===== src/rtl/sck_prescaler.sv =====
module sck_prescaler #(
  parameter int CODE_W = 16,
  parameter int MAX_LOG = 10,
  parameter logic [CODE_W-1:0] RESET_CODE = 16'h1F04
) (
  input  logic              clk,
  input  logic              rst_n,
  input  logic              clk_en,
  input  logic              cfg_we,
  input  logic              cfg_sel,
  input  logic [CODE_W-1:0] cfg_wdata,
  output logic [1:0]        tick,
  output logic [1:0]        sck
);

  localparam int LOG_W = $clog2(MAX_LOG + 1);
  localparam int HI_W  = CODE_W - 8;
  localparam logic [CODE_W-1:0] BYPASS_CODE = CODE_W'(16'h0007);
  localparam logic [HI_W-1:0]   EXT_STAGE   = HI_W'(8'h1F);

  function automatic logic [LOG_W-1:0] decode(input logic [CODE_W-1:0] code);
    logic [HI_W-1:0] hi;
    logic [7:0]      lo;
    hi = code[CODE_W-1:8];
    lo = code[7:0];
    if (code == BYPASS_CODE)                 return '0;
    if (hi == '0 && lo <= 8'd4)             return LOG_W'(lo[3:0]) + LOG_W'(1);
    if (hi == EXT_STAGE && lo <= 8'd4)      return LOG_W'(lo[3:0]) + LOG_W'(6);
    return LOG_W'(MAX_LOG);
  endfunction

  logic [1:0] bypass;

  for (genvar ch = 0; ch < 2; ch++) begin : g_chan
    logic [CODE_W-1:0]  code_q;
    logic [LOG_W-1:0]   shift_q;
    logic [MAX_LOG-1:0] cnt_q;
    logic [MAX_LOG:0]   span;
    logic [MAX_LOG-1:0] last;
    logic [MAX_LOG-1:0] half;
    logic               wrap;

    assign span = (MAX_LOG+1)'(1) << shift_q;
    assign last = span[MAX_LOG-1:0] - MAX_LOG'(1);
    assign half = span[MAX_LOG:1];
    assign wrap = clk_en && (cnt_q == last);

    assign tick[ch]   = wrap;
    assign sck[ch]    = clk_en && (shift_q != '0) && (cnt_q >= half);
    assign bypass[ch] = (shift_q == '0);

    always_ff @(posedge clk or negedge rst_n) begin
      if (!rst_n) begin
        code_q  <= RESET_CODE;
        shift_q <= decode(RESET_CODE);
        cnt_q   <= '0;
      end else begin
        if (cfg_we && cfg_sel == 1'(ch))
          code_q <= cfg_wdata;
        if (!clk_en || wrap) begin
          shift_q <= decode(code_q);
          cnt_q   <= '0;
        end else begin
          cnt_q <= cnt_q + MAX_LOG'(1);
        end
      end
    end
  end

endmodule


===== config.mk =====
export PLATFORM = sky130hd
export DESIGN_NAME = sck_prescaler
export DESIGN_NICKNAME = d
export VERILOG_FILES = /design/src/rtl/sck_prescaler.sv
export SDC_FILE = /design/constraint.sdc
export NUM_CORES = 1
export LEC_CHECK = 0
export BUFFER_PORTS_ARGS = -buffer_cell sky130_fd_sc_hd__clkbuf_2
export CORE_MARGIN = 2
export CORE_UTILIZATION = 30
export DETAILED_ROUTE_END_ITERATION = 12
export GPL_TIMING_DRIVEN = 0
export PLACE_DENSITY = 0.54
export SKIP_CTS_REPAIR_TIMING = 1
export SLEW_MARGIN = 20
export SYNTH_ARGS = -nofsm -noshare
export SYNTH_HDL_FRONTEND = slang
export SYNTH_SLANG_ARGS = --single-unit
export TNS_END_PERCENT = 1

===== constraint.sdc =====
create_clock -name clk -period 5.3 [get_ports clk]
set_clock_uncertainty 0.2 [all_clocks]
set_input_delay 0.265 -clock clk [delete_from_list [all_inputs] [get_ports clk]]
set_output_delay 0.265 -clock clk [all_outputs]
set_load 0.005 [all_outputs]

# Yosys cells after proc, flatten, opt, wreduce, memory -nomap -nowiden
# Index checks and enable logic that the tools add are counted.
[op_classes] eq_ne=6 n_reduce_logical=19 order_cmp=4 add_sub_neg=8 div_mod_pow=0 muxes=32 n_bitwise=1 mul=0 n_shift=2
[ops] op="4-bit 2-to-1 mux" n=12
[ops] op="16-bit by 3-bit equality test with 1-bit output (second input constant)" n=2
[ops] op="1-bit by 4-bit left shift with 11-bit output (first input constant)" n=2
[ops] op="10-bit by 1-bit adder with 10-bit output (second input constant)" n=2
[ops] op="10-bit equality test" n=2
[ops] op="10-bit greater-or-equal comparator" n=2
[ops] op="10-bit 2-to-1 mux" n=2
[ops] op="10-bit by 1-bit subtractor with 10-bit output (second input constant)" n=2
[ops] op="1-bit 2-to-1 mux" n=18
[ops] op="8-bit by 5-bit equality test with 1-bit output (second input constant)" n=2
[ops] op="8-bit by 3-bit <= comparator with 1-bit output (second input constant)" n=2
[ops] op="8-bit zero test" n=2
[ops] op="1-bit logical AND" n=12
[ops] op="4-bit by 1-bit adder with 4-bit output (second input constant)" n=2
[ops] op="4-bit by 3-bit adder with 4-bit output (second input constant)" n=2
[ops] op="4-bit nonzero test" n=2
[ops] op="1-bit logical OR" n=2
[ops] op="1-bit zero test" n=1
[ops] op="1-bit NOT" n=1
[word_totals] out_inout_bits=4 latch_bits=0 rom_bits=0 wordCells=78 regBits=60 ramBits=0 mem_count=0 inputBits=21

# Depth between registers and ports, before layout
# Gate-level depths: netlist of run 1.
[depth] ltp_word=14 depth_mapped=12 depth_no_buf=10

# Least setup slack after synthesis of run 1
# OpenSTA, ideal clock, no wires.
[synth_timing] path_kind="reg2reg" start="register g_chan[0].shift_q[0]" end="register g_chan[0].shift_q[0]" required_time_ns=4.975 t_arrival_ns=2.494 synth_period_minus_slack_ns=2.819 stages_incl_launch_ff=11 setup_ns=0.125 n_path_buf=1 path_slack_ns=2.481 cell_sequence="dfrtp_1 -> clkbuf_1 -> nor2_1 -> nand2_1 -> ha_1 -> or3_1 -> a21oi_1 -> o21a_1 -> o2111ai_1 -> o21ai_2 -> mux2_2"
[synth_between] elab_chain_len=5
[synth_rtl] item="start, declared" line_no="36" text="logic [LOG_W-1:0] shift_q;"
[synth_rtl] item="start signal, assigned" line_no="55" text="shift_q <= decode(RESET_CODE);"
[synth_rtl] item="start signal, assigned" line_no="61" text="shift_q <= decode(code_q);"
[synth_rtl] item="1-bit by 4-bit left shift with 11-bit output" line_no="43" text="assign span = (MAX_LOG+1)'(1) << shift_q;"
[synth_rtl] item="10-bit by 1-bit subtractor with 10-bit output" line_no="44" text="assign last = span[MAX_LOG-1:0] - MAX_LOG'(1);"
[synth_rtl] item="10-bit equality test" line_no="46" text="assign wrap = clk_en && (cnt_q == last);"
[synth_rtl] item="1-bit logical AND" line_no="46"
[synth_rtl] item="1-bit logical OR" line_no="60" text="if (!clk_en || wrap) begin"
# Every way passes these cells.
# A chain may end at the register's enable or synchronous reset.

# Final worst setup path of run 1
[layout_timing] start="register g_chan[0].shift_q[0]" end="output port tick[0]"
[layout_between] elab_chain_len=4
[layout_rtl] item="1-bit by 4-bit left shift with 11-bit output" line_no="43"
[layout_rtl] item="10-bit by 1-bit subtractor with 10-bit output" line_no="44"
[layout_rtl] item="10-bit equality test" line_no="46"
[layout_rtl] item="1-bit logical AND" line_no="46"
[layout_rtl] item="end, declared" line_no="12" text="output logic [1:0] tick,"
# Every way passes these cells.

==> results of run 1 <==
[stage by stage]
stage / hold slack (ns) / utilization [%] / instances / total power (µW) / setup slack, ns
6_report: -0.0284 / 36.2 / 638 / 1260 / 1.74
5_1_grt: 0.00172 / 36.2 / 638 / 1320 / 1.46
4_1_cts: -0.391 / 35.5 / 629 / 1270 / 1.72
3_5_place_dp: -0.0421 / 33.3 / 613 / 688 / 2.08
3_3_place_gp: 0.285 / 33.0 / 612 / 679 / 2.05
2_1_floorplan: -0.231 / - / 412 / 637 / 2.48
[power by group through the flow]
stage                     Clock [µW]  Combinational (µW)  Sequential [µW]
after floorplan                    0                98.5              539
after global placement             0                 130              549
after detailed placement           0                 138              550
after CTS                        588                 139              542
after global routing             611                 164              550
final                            573                 142              543
[routing by layer]
layer	vias up	global-route usage (%)	routed length [µm]
met1	1526	17.3	4160
met3	9	2.39	257
li1	1556	-	-
met2	50	21.7	4120
met4	0	5.74	138
met5	-	0	0
[layout by cell type (no fill, tap or decap), drive strengths merged, types with 15 or more instances in the layout]
master | netlist | layout
nor2 | 43 | 43
dfstp | 16 | 16
dfrtp | 44 | 44
o21ai | 20 | 20
ha | 32 | 32
xor2 | 18 | 18
clkbuf | 11 | 46
mux2 | 36 | 36
nand3 | 18 | 18
a21oi | 15 | 15
nand2 | 34 | 34
[cells by family after synthesis]
family	Yosys count
AO/OA/AOI/OAI	73
XOR/XNOR	28
adder cells (fa/ha/maj)	32
buffers and inverters	30
flip-flops	60
multiplexers	38
AND/OR/NAND/NOR	151
[final timing paths]
path	slack, ns	from	endpoint	cells after the start
max in group asynchronous	4.18	rst_n	g_chan[0].code_q[11]$_DFFE_PN1P_	3
worst max register to register	2.05	g_chan[0].shift_q[0]$_DFFE_PN0P_	g_chan[0].shift_q[2]$_DFFE_PN0P_	10
min in group asynchronous	0.15	rst_n	g_chan[0].cnt_q[5]$_DFF_PN0_	2
worst min-delay path	-0.03	cfg_wdata[2]	g_chan[0].code_q[2]$_DFFE_PN1P_	3
worst min register to register	0.30	g_chan[0].code_q[14]$_DFFE_PN0P_	g_chan[0].code_q[14]$_DFFE_PN0P_	1
worst max-delay path	1.74	g_chan[0].shift_q[0]$_DFFE_PN0P_	tick[0]	11
[state kept, by name, summed over array words and instances (netlist names)]
register,cells
g_chan.shift_q,8
g_chan.cnt_q,20
g_chan.code_q,32
[cell usage after synthesis (4+ instances only)]
master    number
o21a_1         6
nor2b_1        9
nor3_1        10
mux2_2        36
nor2_1        43
a21o_1         5
xnor2_1       10
ha_1          32
xor2_1        18
o211ai_1       4
dfstp_2       16
and3_1         4
or4_1          4
nand3_1       18
a21oi_1       14
o21ai_0       19
dfrtp_1       44
clkbuf_1       8
nand2_1       34
inv_1         13
and2_1         4
[critical path, cell delays in order, from the launching register on]
cell and delay [ns]:
dfrtp_1 0.35, clkbuf_1 0.20, nor2_1 0.36, nand2_1 0.16, ha_1 0.29, or3_1 0.38, a21oi_1 0.17, o21a_1 0.15
o2111ai_1 0.19, nor3_1 0.26, buf_4 0.16, clkbuf_2 0.10
[cell type report]
cell class                      count  area share [%]
Tap cell                          176            4.63
Inverter                           13            1.03
Clock buffer                       11            4.89
Clock inverter                      5            1.32
Buffer                             17            2.55
Timing Repair Buffer               34            5.05
Multi-Input combinational cell    322            48.5
Sequential cell                    60            32.0
==> flow_summary.yaml, run 1 <==
cts:
  path_clk_slew_ns: 0.05
  clock_latency_ns: 0.33
  cts_buffers: 9
  cts_tree: "built"
  cts-htree-levels: 3
  clockRootBuffer: "clkbuf_16"
  cts.sinks: 60
  clk_path_buf_depth: 2
global_routing:
  gr-usage-all-layers_pct: 13.3
  grt_pass1_wl_um: 15200
  grt-ovfl-total: 0
  grt_pass1_vias: 3169
  antenna_found_initial: 0
  grt_max_degree: 51
synth:
  ys.flop_type: "dfrtp_1"
  yosysTopAreaCell: "dfrtp_1"
  yosysSeqAreaShare_pct: 38.0
  yosysWarnings: 0
  netlist_instances: 412
  synth_simple_gate_area_share_pct: 18.8
  synth-edff-count: 0
  synthesis.area_mm2: 0.00400
  synth.area.top_cells: "dfrtp_1 (28%), dfstp_2 (11%), mux2_2 (10%), ha_1 (10%), nor2_1 (4.0%)"
  synth_xor_area_share_pct: 6.13
  ys_seq_elements: 60
  synth_compound_gate_area_share_pct: 12.1
  synth-adder-area-share_pct: 10.0
  synth.area.mux_share_pct: 10.6
  synthArstFlopShare_pct: 100
  synth_fp_nets: 465
  synth_top_family_by_area: "simple AND/OR/NAND/NOR gates"
  synth_top_area_share_pct: 27.5
  netlist-cell-type-count: 56
  syn_avg_cell_area_um2: 9.71
worst_setup_path:
  cp_data_required_time_ns: 4.84
  cp_max_fo: 10
  end_kind: "output port"
  arrival_ns: 3.09
  startpoint_type: "flip-flop"
  critical_path_class: "reg -> out"
power:
  swShare_pct: 24.5
  intPower_uw: 949
  clkPwrFrac_pct: 45.5
  peakVddDrop_v: 0.000214
  power_frac_comb_pct: 11.3
  switching_power_uw: 309
  p_leak_uw: 0.00203
  power_frac_seq_pct: 43.1
  power_density_mw_per_mm2: 265
sta:
  finalSetupViolations: 0
  finalHoldViolCount: 8
  tightest_slew_ns: 0.564
  slew_headroom_pct: 62.4
  whs_ns: -0.0284
  fmax_ghz: 0.281
  fin_crit_sh_pct: 67.1
  slew_violations: 0
  rsz0062_at_grt: "false"
  fin_crit_ns: 3.56
  fin_setup_tns_ns: 0
route:
  viasPerCell: 4.92
  ant_nets: 0
  vias: 3141
  drt_first_iter_violations: 170
  drc: 0
  wirelength_um: 8680
  drt-wirelength-per-cell_um: 13.6
  drt_pass1_iterations: 5
place:
  port_buffers: 24
  routabilityCongestion: 0.802
  dp.final_hpwl_um: 6350
  dpl_cell_area_mm2: 0.00437
floorplan:
  num_rows: 42
  die_h_um: 119
  ioPinCount: 25
  dieArea_mm2: 0.0143
  core_mm2: 0.0131
  die_w_um: 119
  start_util_pct: 30.4
cells_and_area:
  seq_area_mm2: 0.00152
  multi_input_area_mm2: 0.00231
  final_area_mm2: 0.00476
  antennaDiodeCount: 0
  fillCellCount: 1357
  nNetsFinal: 510
  drive_gt1_share_pct: 24.5
  area_growth_pct: 18.9
run:
  maxCapViolations: 0
run_status:
  status: "finished, violations left"
  failed_checks: "hold timing"
min_path:
  hold_path.class: "in -> reg"
Power figures use the tool's default switching activity.
==> run 2: changes to the inputs <==
==> constraint.sdc (replaced) <==
create_clock -name clk -period 3.35 [get_ports clk]
set_clock_uncertainty 0.2 [all_clocks]
set_input_delay 0.1675 -clock clk [delete_from_list [all_inputs] [get_ports clk]]
set_output_delay 0.1675 -clock clk [all_outputs]
set_load 0.005 [all_outputs]
==> run 2 against run 1 <==
The run still ends with hold timing left. Setup slack lost 1.6 ns. Non-clock buffer count grew 6. Sequential share of layout area shrank 0.83 points. Largest power group unchanged. Register-to-register slack lost 1.7 ns. Critical endpoint unchanged. Highest routed layer unchanged. Sequential power grew 58%. Clock-buffer cell count is the same. Core utilization grew 1.0 points. Cell area grew 2.8%.
==> flow_summary.yaml, run 2 (same netlist as run 1, synthesis figures left out) <==
run_status:
  status: "finished, violations left"
  failed_checks: "hold timing"
cells_and_area:
  largestRegisters: "g_chan.code_q (32), g_chan.cnt_q (20), g_chan.shift_q (8)"
  antennaDiodeCount: 0
  final_cell_mix: "dfrtp_1 (43), nor2_1 (39), mux2_2 (36)"
  final_common_cell: "dfrtp_1"
  drive_gt1_share_pct: 27.4
  area_growth_pct: 22.2
  top_register: "g_chan.code_q"
  nNetsFinal: 516
  largest_register_ffs: 32
  fin_util_pct: 37.2
  final_area_mm2: 0.00489
  fillCellCount: 1347
cts:
  cts_tree: "built"
  cts_buffers: 9
  clk_path_buf_depth: 2
  path_clk_slew_ns: 0.05
  clockRootBuffer: "clkbuf_16"
  clock_latency_ns: 0.33
  cts.sinks: 60
  cts-htree-levels: 3
worst_setup_path:
  slowest_delay_ns: 0.44
  arrival_ns: 2.84
  crit_family: "simple AND/OR/NAND/NOR gates"
  critical_path_class: "reg -> out"
  end_kind: "output port"
  crit_buf_inv: 3
  r2r-start: "g_chan[0].shift_q[2]$_DFFE_PN0P_"
  path_cells: "clkbuf_4 > nor2b_2 > nand2_1 > ha_1 > or3_1 > a21oi_2 > o21a_1 > o2111ai_2 > nor3_2 > buf_4 > clkbuf_2"
  r2r-end: "g_chan[0].shift_q[2]$_DFFE_PN0P_"
  crit_slowest_cell: "dfrtp_2"
  cp_data_required_time_ns: 2.98
  rrSetupSlack_ns: 0.34
  startpoint_type: "flip-flop"
  cp_max_fo: 10
  reg2regPathDepth: 10
place:
  port_buffers: 24
  dp.final_hpwl_um: 6350
  dpl_cell_area_mm2: 0.00437
  post-place-ws_ns: 0.128
  routabilityCongestion: 0.802
power:
  peakVddDrop_v: 0.000338
  power_density_mw_per_mm2: 409
  p_leak_uw: 0.00207
  power_uw: 2000
floorplan:
  core_mm2: 0.0131
  num_rows: 42
  dieArea_mm2: 0.0143
  die_h_um: 119
  die_w_um: 119
  ioPinCount: 25
  start_util_pct: 30.4
global_routing:
  grt_pass1_vias: 3169
  antenna_found_initial: 0
  grt_pass1_wl_um: 15200
  grt-ovfl-total: 0
  grt_max_degree: 51
  gr-usage-all-layers_pct: 13.3
min_path:
  hold_path.class: "in -> reg"
  hold_end: "g_chan[1].cnt_q[1]$_DFF_PN0_"
  worstHoldPathCells: 2
  worstHoldStart: "clk_en"
sta:
  fin_crit_sh_pct: 95.8
  setup_ws_ns: 0.139
  slew_headroom_pct: 62.6
  slew_violations: 0
  finalSetupViolations: 0
  fin_crit_ns: 3.21
  fmax_ghz: 0.311
  finalHoldViolCount: 1
  tightest_slew_ns: 0.562
  whs_ns: -0.00423
run:
  maxCapViolations: 0
route:
  drc: 0
  vias: 3149
  viasPerCell: 4.89
  ant_nets: 0
  drt-wirelength-per-cell_um: 13.5
  drt_pass1_iterations: 5
  wirelength_um: 8700
  drt_first_iter_violations: 173
[run 2: cell count changes in the layout (fill, tap and decap cells not counted), sizes merged]
| cell | change |
|---|---|
| dlygate4sd3 | +8 |
| buf | +1 |
| clkbuf | -3 |
[run 2: how the worst max path moves through the flow]
| stage | startpoint | end | slack, ns | depth (start not counted) |
|---|---|---|---|---|
| floorplan | g_chan[0].shift_q[0]$_DFFE_PN0P_ | g_chan[0].shift_q[0]$_DFFE_PN0P_ | 0.53 | 10 |
| finish | g_chan[0].shift_q[2]$_DFFE_PN0P_ | tick[0] | 0.14 | 11 |
| CTS | g_chan[0].shift_q[0]$_DFFE_PN0P_ | tick[0] | -0.13 | 11 |
| global route | g_chan[0].shift_q[2]$_DFFE_PN0P_ | tick[0] | -0.005 | 11 |
| global placement | g_chan[0].shift_q[0]$_DFFE_PN0P_ | g_chan[0].shift_q[2]$_DFFE_PN0P_ | 0.12 | 10 |
| detailed placement | g_chan[0].shift_q[0]$_DFFE_PN0P_ | g_chan[0].shift_q[2]$_DFFE_PN0P_ | 0.13 | 10 |
[run 2: final cells by class]
class	instances	area [µm²]	area share, %
multi-input combinational	322	2360	48.2
clock inverter	5	62.6	1.28
buffer	15	123	2.51
inverter	13	48.8	0.998
sequential	60	1520	31.2
clock buffer	11	233	4.76
tap	176	220	4.51
timing repair buffer	42	320	6.55
[run 2: report_power, final]
group          total, µW  switching (µW)  leakage (µW)  internal (µW)
combinational        233             107       0.00120            126
clock                905             328      0.000136            578
sequential           859            54.1      0.000733            805
[run 2: metrics by stage]
step | std cells | setup TNS (ns)
6_report | 644 | 0
3_5_place_dp | 613 | 0
3_3_place_gp | 612 | 0
2_1_floorplan | 412 | 0
4_1_cts | 629 | -0.201
5_1_grt | 644 | -0.00452
[run 2: layer usage]
layer	share of wire (%)	vias up	global-route usage (%)	wire length, µm
li1	-	1566	-	-
met1	48	1530	17.3	4170
met2	48	42	21.7	4180
met3	2.4	11	2.39	210
met4	1.7	0	5.74	147
met5	0	-	0	0
[run 2: worst reg2reg max path, stage by stage (launching register included)]
cell       delay [ns]
dfrtp_2          0.44
clkbuf_4         0.20
nor2b_2          0.16
nand2_1          0.10
ha_1             0.25
or3_1            0.40
a21oi_2          0.15
o21a_1           0.15
o2111ai_2        0.17
o21ai_2          0.30
mux2_2           0.37
==> run 3: changes to the inputs <==
--- a/config.mk
+++ b/config.mk
@@ -5,6 +5,7 @@
 export SDC_FILE = /design/constraint.sdc
 export NUM_CORES = 1
 export LEC_CHECK = 0
+export ABC_AREA = 1
 export BUFFER_PORTS_ARGS = -buffer_cell sky130_fd_sc_hd__clkbuf_2
 export CORE_MARGIN = 2
 export CORE_UTILIZATION = 30
==> run 3 against run 2 <==
The flow now finishes without violations. Area after synthesis is 4.6% higher. Clock power grew 0.8%. Setup slack improved by 0.25 ns. Die area increased by 4.4%. Sequential power is 0.6% higher. Final cell count increased by 28%. Register-to-register slack better by 0.47 ns. Hold slack gained 0.014 ns. Largest cell class unchanged. Core utilization is 0.73 points lower. Via count up 17%. Clock-buffer cell count is the same. Sequential cell count stayed put.
==> flow_summary.yaml, run 3 <==
synth:
  yosysSeqAreaShare_pct: 36.4
  yosysTopAreaCell: "dfrtp_1"
  yosysMostFrequentCell: "nand2_1"
  yosysWarnings: 0
  synth-edff-count: 0
  ys.flop_type: "dfrtp_1"
  netlist-cell-type-count: 30
  synth.area.top_cells: "dfrtp_1 (26%), nand2_1 (16%), dfstp_2 (10%), ha_1 (9.6%), nor2_1 (6.1%)"
  syn_avg_cell_area_um2: 7.16
  synthArstFlopShare_pct: 100
  synth_fp_nets: 637
  synth_top_area_share_pct: 26.3
  synthesis.area_mm2: 0.00418
  netlist_instances: 584
  ys_seq_elements: 60
  synth_common_cells: "nand2_1 (178), nor2_1 (68), inv_1 (66)"
sta:
  tightest_slew_ns: 0.545
  fmax_ghz: 0.337
  slew_headroom_pct: 63.3
  fin_setup_tns_ns: 0
  fin_crit_sh_pct: 88.5
  fin_crit_ns: 2.97
  slew_violations: 0
  finalHoldViolCount: 0
  setup_ws_ns: 0.385
  whs_ns: 0.00971
  finalSetupViolations: 0
  rsz0062_at_grt: "false"
place:
  dp.final_hpwl_um: 7480
  routabilityCongestion: 0.839
  port_buffers: 24
  post-place-ws_ns: 0.705
  dpl_cell_area_mm2: 0.00455
cells_and_area:
  final_common_cell: "nand2_1"
  antennaDiodeCount: 0
  multi_input_area_mm2: 0.00230
  fillCellCount: 1481
  largestRegisters: "g_chan.code_q (32), g_chan.cnt_q (20), g_chan.shift_q (8)"
  area_growth_pct: 20.1
  largest_register_ffs: 32
  nNetsFinal: 690
  seq_area_mm2: 0.00152
  top_register: "g_chan.code_q"
  drive_gt1_share_pct: 14.2
  final_area_mm2: 0.00502
  final_cell_mix: "nand2_1 (178), nor2_1 (68), inv_1 (66)"
worst_setup_path:
  arrival_ns: 2.60
  critical_path_class: "reg -> out"
  crit_slowest_cell: "dfrtp_1"
  cpMostUsedCell: "nor2_1"
  crit_family: "simple AND/OR/NAND/NOR gates"
  cp_max_fo: 6
  startpoint_type: "flip-flop"
  slowest_delay_ns: 0.40
  crit_buf_inv: 3
  cp_data_required_time_ns: 2.98
  end_kind: "output port"
  path_cells: "inv_1 > nand2_1 > nor2_1 > nand2_1 > ha_1 > xor2_1 > nand3_1 > nor2_1 > nand2_1 > nor2_1 > nand2_2 > nor2_1 > buf_4 > clkbuf_2"
power:
  power_uw: 2130
  p_leak_uw: 0.00248
  peakVddDrop_v: 0.000281
  power_density_mw_per_mm2: 424
run:
  maxCapViolations: 0
cts:
  clk_path_buf_depth: 2
  cts_tree: "built"
  cts_buffers: 9
  cts-htree-levels: 3
  clockRootBuffer: "clkbuf_16"
  path_clk_slew_ns: 0.05
  cts.sinks: 60
  clock_latency_ns: 0.32
global_routing:
  grt_pass1_wl_um: 16400
  gr-usage-all-layers_pct: 13.8
  grt_pass1_vias: 3587
  antenna_found_initial: 0
  grt-ovfl-total: 0
  grt_max_degree: 32
floorplan:
  ioPinCount: 25
  dieArea_mm2: 0.0149
  die_w_um: 122
  core_mm2: 0.0138
  die_h_um: 122
  start_util_pct: 30.4
  num_rows: 43
route:
  drt_pass1_iterations: 4
  ant_nets: 0
  viasPerCell: 4.49
  vias: 3694
  drc: 0
  drt-wirelength-per-cell_um: 11.5
  wirelength_um: 9430
  drt_first_iter_violations: 228
run_status:
  status: "finished, final reports clean"
min_path:
  hold_path.class: "in -> reg"
## run 3: power by group
part | switching, µW | internal (µW) | leakage (µW)
logic | 207 | 147 | 0.00158
registers | 60.7 | 803 | 0.000745
clock network | 303 | 609 | 0.000155
## run 3: through the flow
| step | util, % | instances |
|---|---|---|
| final | 36.5 | 822 |
| after global routing | 36.5 | 822 |
| after CTS | 35.2 | 805 |
| after detailed placement | 33.0 | 789 |
| after global placement | 32.9 | 788 |
| after floorplan | - | 584 |
## run 3: cell families (layout without fill, tap and decap cells)
logic type / count (synthesis) / count (layout) / share of synthesized area, %
simple gates: 323 / 323 / 33.1
xor+xnor: 18 / 18 / 3.77
buf+inv: 84 / 142 / 8.64
compound gates: 67 / 67 / 8.50
fa+ha+maj: 32 / 32 / 9.57
flops: 60 / 60 / 36.4
## run 3: worst paths after layout
kind                                                     to                             start  slack [ns]  cells past startpoint
setup / recovery                                    tick[1]  g_chan[1].shift_q[2]$_DFFE_PN0P_        0.38                     14
hold / removal              g_chan[1].code_q[0]$_DFFE_PN0P_                            cfg_we        0.01                      4
setup reg to reg               g_chan[1].cnt_q[0]$_DFF_PN0_  g_chan[1].shift_q[2]$_DFFE_PN0P_        0.81                     14
hold reg to reg            g_chan[0].code_q[15]$_DFFE_PN0P_  g_chan[0].code_q[15]$_DFFE_PN0P_        0.29                      2
max in group asynchronous  g_chan[1].shift_q[3]$_DFFE_PN1P_                             rst_n        2.22                      3
min in group asynchronous   g_chan[0].code_q[7]$_DFFE_PN0P_                             rst_n        0.15                      2
## run 3: area by class of cell
| class | instances | area share, % |
|---|---|---|
| multi-input combinational | 440 | 45.8 |
| sequential | 60 | 30.3 |
| timing repair buffer | 42 | 6.23 |
| inverter | 70 | 5.23 |
| clock buffer | 11 | 5.03 |
| tap | 180 | 4.48 |
| buffer | 14 | 1.97 |
| clock inverter | 5 | 0.996 |
## run 3: worst min-delay path, delay by kind of cell
kind,cells,cell delay [ns]
AO/OA/AOI/OAI,1,0.06
buffers and inverters,1,0.09
AND/OR/NAND/NOR,2,0.18
## run 3: metal layers
layer,up-vias,GRT usage (%),share of wire (%)
li1,1956,-,-
met1,1668,18.7,50
met2,55,21.6,45
met3,15,3.18,3.4
met4,0,4.81,1.8
met5,-,0,0
